`config.mk`:
```
export PLATFORM = sky130hd
export DESIGN_NAME = bus_turn_ctrl
export DESIGN_NICKNAME = d
export VERILOG_FILES = /design/src/rtl/btc_pkg.sv /design/src/rtl/btc_pick.sv /design/src/rtl/btc_owner.sv /design/src/rtl/btc_mux.sv /design/src/rtl/bus_turn_ctrl.sv
export SDC_FILE = /design/constraint.sdc
export NUM_CORES = 1
export LEC_CHECK = 0
export BUFFER_PORTS_ARGS = -buffer_cell sky130_fd_sc_hd__buf_4
export CORE_MARGIN = 3
export CORE_UTILIZATION = 30
export DETAILED_ROUTE_END_ITERATION = 16
export HOLD_SLACK_MARGIN = 0.08
export PLACE_DENSITY = 0.63
export SLEW_MARGIN = 25
export SYNTH_ARGS = -nofsm -noshare
export SYNTH_HDL_FRONTEND = slang
export SYNTH_SLANG_ARGS = --single-unit
```
`constraint.sdc`:
```
create_clock -name clk -period 4.8 [get_ports clk]
set_clock_uncertainty 0.05 [all_clocks]
set_input_delay 0.48 -clock clk [delete_from_list [all_inputs] [get_ports clk]]
set_output_delay 0.48 -clock clk [all_outputs]
set_load 0.01 [all_outputs]
```
`src/rtl/btc_pkg.sv`:
```
package btc_pkg;
  // Decision taken by the enable register at each clock edge
  typedef enum logic [1:0] {
    PH_GRANT   = 2'd0,  // no owner: admit the highest-priority request
    PH_KEEP    = 2'd1,  // owner still requesting: hold
    PH_RELEASE = 2'd2   // owner dropped: turnaround cycle with no driver
  } owner_phase_e;
endpackage

```
`src/rtl/btc_pick.sv`:
```
module btc_pick #(
  parameter int NUM_SRC = 4
) (
  input  logic [NUM_SRC-1:0] req,
  output logic [NUM_SRC-1:0] pick
);
  // blocked[i] is high when any lower-numbered source requests
  logic [NUM_SRC:0] blocked;
  assign blocked[0] = 1'b0;

  for (genvar i = 0; i < NUM_SRC; i++) begin : g_chain
    assign blocked[i+1] = blocked[i] | req[i];
    assign pick[i]      = req[i] & ~blocked[i];
  end
endmodule

```
`src/rtl/btc_owner.sv`:
```
module btc_owner #(
  parameter int NUM_SRC = 4
) (
  input  logic               clk,
  input  logic               rst,
  input  logic [NUM_SRC-1:0] sel,
  input  logic [NUM_SRC-1:0] pick,
  output logic [NUM_SRC-1:0] en_q,
  output logic [NUM_SRC-1:0] en_nxt
);
  import btc_pkg::*;

  owner_phase_e phase;
  logic         owned;
  logic         holding;

  assign owned   = |en_q;
  assign holding = |(en_q & sel);

  always_comb begin
    if (!owned)       phase = PH_GRANT;
    else if (holding) phase = PH_KEEP;
    else              phase = PH_RELEASE;
  end

  always_comb begin
    unique case (phase)
      PH_GRANT: en_nxt = pick;
      PH_KEEP:  en_nxt = en_q;
      default:  en_nxt = '0;
    endcase
    if (rst) en_nxt = '0;
  end

  always_ff @(posedge clk) begin
    en_q <= en_nxt;
  end
endmodule

```
`src/rtl/btc_mux.sv`:
```
module btc_mux #(
  parameter int NUM_SRC = 4,
  parameter int DATA_W  = 8
) (
  input  logic [NUM_SRC-1:0]        en,
  input  logic [NUM_SRC*DATA_W-1:0] data,
  output logic [DATA_W-1:0]         bus
);
  // AND-OR selection; the one-hot enable guarantees a single term survives
  logic [DATA_W-1:0] acc [NUM_SRC+1];
  assign acc[0] = '0;

  for (genvar i = 0; i < NUM_SRC; i++) begin : g_term
    assign acc[i+1] = acc[i] | (data[i*DATA_W +: DATA_W] & {DATA_W{en[i]}});
  end

  // Pull-up: undriven bus reads as all ones
  assign bus = (|en) ? acc[NUM_SRC] : {DATA_W{1'b1}};
endmodule

```
`src/rtl/bus_turn_ctrl.sv`:
```
module bus_turn_ctrl #(
  parameter int NUM_SRC = 4,
  parameter int DATA_W  = 8
) (
  input  logic                      clk,
  input  logic                      rst,
  input  logic [NUM_SRC-1:0]        sel_i,
  input  logic [NUM_SRC*DATA_W-1:0] data_i,
  output logic [NUM_SRC-1:0]        en_o,
  output logic [DATA_W-1:0]         bus_o,
  output logic                      driven_o
);
  localparam logic [DATA_W-1:0] IDLE_LEVEL = {DATA_W{1'b1}};

  logic [NUM_SRC-1:0] pick;
  logic [NUM_SRC-1:0] en_nxt;
  logic [DATA_W-1:0]  bus_nxt;

  btc_pick #(.NUM_SRC(NUM_SRC)) u_pick (
    .req  (sel_i),
    .pick (pick)
  );

  btc_owner #(.NUM_SRC(NUM_SRC)) u_owner (
    .clk    (clk),
    .rst    (rst),
    .sel    (sel_i),
    .pick   (pick),
    .en_q   (en_o),
    .en_nxt (en_nxt)
  );

  btc_mux #(.NUM_SRC(NUM_SRC), .DATA_W(DATA_W)) u_mux (
    .en   (en_nxt),
    .data (data_i),
    .bus  (bus_nxt)
  );

  always_ff @(posedge clk) begin
    if (rst) begin
      bus_o    <= IDLE_LEVEL;
      driven_o <= 1'b0;
    end else begin
      bus_o    <= bus_nxt;
      driven_o <= |en_nxt;
    end
  end
endmodule

```
==> out/qor.csv <==
metric;value;unit
setup_tns;0;ns
number of standard-cell rows in the floorplan;18;
worst vdd rail ir drop;134.2;uV
placer's final routability congestion estimate;0.7995;
CP required;4.95;ns
maximum number of pins on one net before global-route repair;18;
run status;complete, no violations;
final critical delay including setup and external delays;2.408;ns
number of pins with negative max-slew slack in the final report;0;
Power per Cell Area;228.1;nW/um^2
Crit Path Max Fanout;17;
endpoint arrival time on the critical path;2.55;ns
CP cell instances;a222oi_1 > nor3b_1 > a22o_1 > a221oi_1 > o2111ai_1;
number of vias per cell after detailed routing;5.810;
chip width;59.65;um
synthesis-stage register bit count;13;
YS warnings;0;
largest cells by area after synthesis;sky130_fd_sc_hd__dfxtp_1, sky130_fd_sc_hd__a32oi_1, sky130_fd_sc_hd__a221oi_1;
First-pass DRT Iterations;7;
maximum level of the CTS H-tree;1;
Top-Level Pins;51;
initial detailed-routing violation count;39;
final worst-path setup slack;2.392;ns
global-route usage over all layers;0.1644;
area of the mapped netlist;863.3;um^2
worst hold-check slack;0.3820;ns
number of antenna violations at the first check in global routing;0;
post-detailed-placement half-perimeter wirelength;2229;um
die height;59.65;um
clock tree sinks;13;
detailed-route wire length per cell;16.26;um
worst stage delay on the critical path;0.83;ns
antenna diode count;0;
via count;1040;
Inserted Clock Buffers;3;
area of all placed cells without fillers;1275;um^2
global-route wire length before repair;4540;um
leakage power;0.5730;nW
count of unresolved DRC violations after routing;0;
Post-Route Utilization;0.4880;
hold path cells;3;
number of nets in the synthesized netlist;138;
max_slew headroom;0.3682;
clock latency of the later-clocked register in the worst-skew pair;0.27;ns
number of cells upsized or downsized after cts;0;
most used flip-flop cell after synthesis;sky130_fd_sc_hd__dfxtp_1;
fraction of the cycle the final worst path needs;0.5016;
Congestion Overflow GR;0;
Final Net Count;188;
Top Family by Delay on Critical Path;simple AND/OR/NAND/NOR gates;
number of filler cells placed in the layout;267;
cell at the root of the clock tree;sky130_fd_sc_hd__clkbuf_4;
setup bufs post-CTS;0;
dominant cell type by area after synthesis;sky130_fd_sc_hd__dfxtp_1;
sink of the worst hold path;bus_o[7];
Setup crit start kind;flip-flop;
Crit. End Element;flip-flop;
total wirelength of the detailed-routed design;2910;um
worst slack after detailed placement;2.358;ns
post-synthesis to final-layout area growth;47.68;%
proportion of layout cells with a drive suffix above 1;0.3960;
endpoint of the worst register-to-register path;bus_o[2];
via count of the first global-routing pass;1030;
I/O Buffers;50;
Synth Area per Inst;8.633;um^2
sum of buffers and inverters on the critical path;0;
sequential share of the synthesized area;0.3014;
Detail Route Antenna Nets;0;
initial core utilization;0.3305;
final setup violation count;0;
endpoints failing hold;0;
source of the worst hold timing path;data_i[23];
hold_buf cts;0;
achievable frequency;415.3;MHz
Clock transition at path regs;0.09;ns
r2r startpoint;u_owner.en_q[0];
proportion of synthesized flip-flops having asynchronous set or reset;0;
CP Class;reg2reg;
r2r setup slk;2.39;ns
number of synthesized flops with an enable pin;0;
RSZ-0062 raised after global routing;no;
count of max-cap constraint violations;0;
Hold/Removal Path Class;in2reg;
Synth top area share;0.3014;
cell depth of the worst flop-to-flop path;5;
transition time of the tightest slew-check pin;0.9457;ns
clock tree from TritonCTS;done;
floorplan core area;2613;um^2
Critical-path top delay cell;sky130_fd_sc_hd__nor3b_1;
die area;3558;um^2
Max Root-Sink Buffers;2;
Syn Inst Count;100;
count of unique library cells instantiated by Yosys;32;
Post-DP Area;1249;um^2
how the worst max path moves through the flow:
stage | from | to | slack (ns) | depth (start not counted)
3_5_place_dp | u_owner.en_q[0] | bus_o[2] | 2.36 | 5
2_1_floorplan | sel_i[0] | bus_o[0] | 2.86 | 6
3_3_place_gp | u_owner.en_q[0] | bus_o[7] | 2.49 | 5
6_report | u_owner.en_q[0] | bus_o[2] | 2.39 | 5
5_1_grt | u_owner.en_q[0] | bus_o[2] | 2.07 | 5
4_1_cts | u_owner.en_q[0] | bus_o[2] | 2.35 | 5
kinds of logic (layout without fill, tap and decap cells):
logic type,Yosys count,after routing,share of synthesized area
buffers and inverters,17,66,0.08405
and+or+nand+nor,24,24,0.1696
DFF,13,13,0.3014
AOI/OAI and AO/OA,46,46,0.4449
state kept, by name, summed over array words and instances (netlist names):
signal and flops:
bus_o 8, driven_o 1, u_owner.en_q 4
power by group:
part | total, W | internal (W) | switching, W
combinational | 0.0000930 | 0.0000506 | 0.0000424
clock | 0.0000705 | 0.0000322 | 0.0000383
sequential | 0.000127 | 0.000119 | 0.00000824
total | 0.000291 | 0.000202 | 0.0000890
layout by cell type, fill, tap and decap left out, types with 2 or more instances in the layout:
master	n
sky130_fd_sc_hd__buf_4	50
sky130_fd_sc_hd__dfxtp_1	13
sky130_fd_sc_hd__inv_1	12
sky130_fd_sc_hd__a32oi_1	8
sky130_fd_sc_hd__nor2_1	7
sky130_fd_sc_hd__a22o_1	7
sky130_fd_sc_hd__a221oi_1	7
sky130_fd_sc_hd__o2111ai_1	7
sky130_fd_sc_hd__nand2_1	5
sky130_fd_sc_hd__a21oi_1	3
sky130_fd_sc_hd__o21ai_0	3
sky130_fd_sc_hd__nor3b_1	3
sky130_fd_sc_hd__clkbuf_4	3
sky130_fd_sc_hd__a222oi_1	2
sky130_fd_sc_hd__a22oi_1	2
synthesized netlist by cell type, drive strengths merged (2+ instances only):
master   count
nand2        5
nor3b        4
a22o         7
a32oi        9
dfxtp       13
a21oi        4
clkbuf       3
inv         12
a221oi       7
a222oi       2
a22oi        2
nor2         7
o21ai        3
buf          2
o2111ai      7
tightest hold or removal path: stages:
cell                        delay (ns)
sky130_fd_sc_hd__buf_4            0.08
sky130_fd_sc_hd__a32oi_1          0.05
sky130_fd_sc_hd__o2111ai_1        0.06
stage by stage:
stage	instances	power, W
2_1_floorplan	100	0.0001698
3_5_place_dp	175	0.0002234
6_report	179	0.0002908
4_1_cts	179	0.0002941
5_1_grt	179	0.0003069
3_3_place_gp	175	0.0002219
area by class of cell:
class | instances | area, um^2 | share of cell area
clock buffer | 4 | 26.28 | 0.02061
inverter | 12 | 45.04 | 0.03533
multi-input combinational | 70 | 530.5 | 0.4161
sequential | 13 | 260.3 | 0.2041
tap | 30 | 37.54 | 0.02944
timing repair buffer | 50 | 375.4 | 0.2944
metal layers:
layer  wire (um)  vias up  track usage
met5           0        -            0
met4          17        0      0.06646
met3         191        2      0.01743
met2        1498       36       0.2886
met1        1203      492       0.2013
li1            -      510            -
Note: power is estimated with default switching activity, not from simulation.
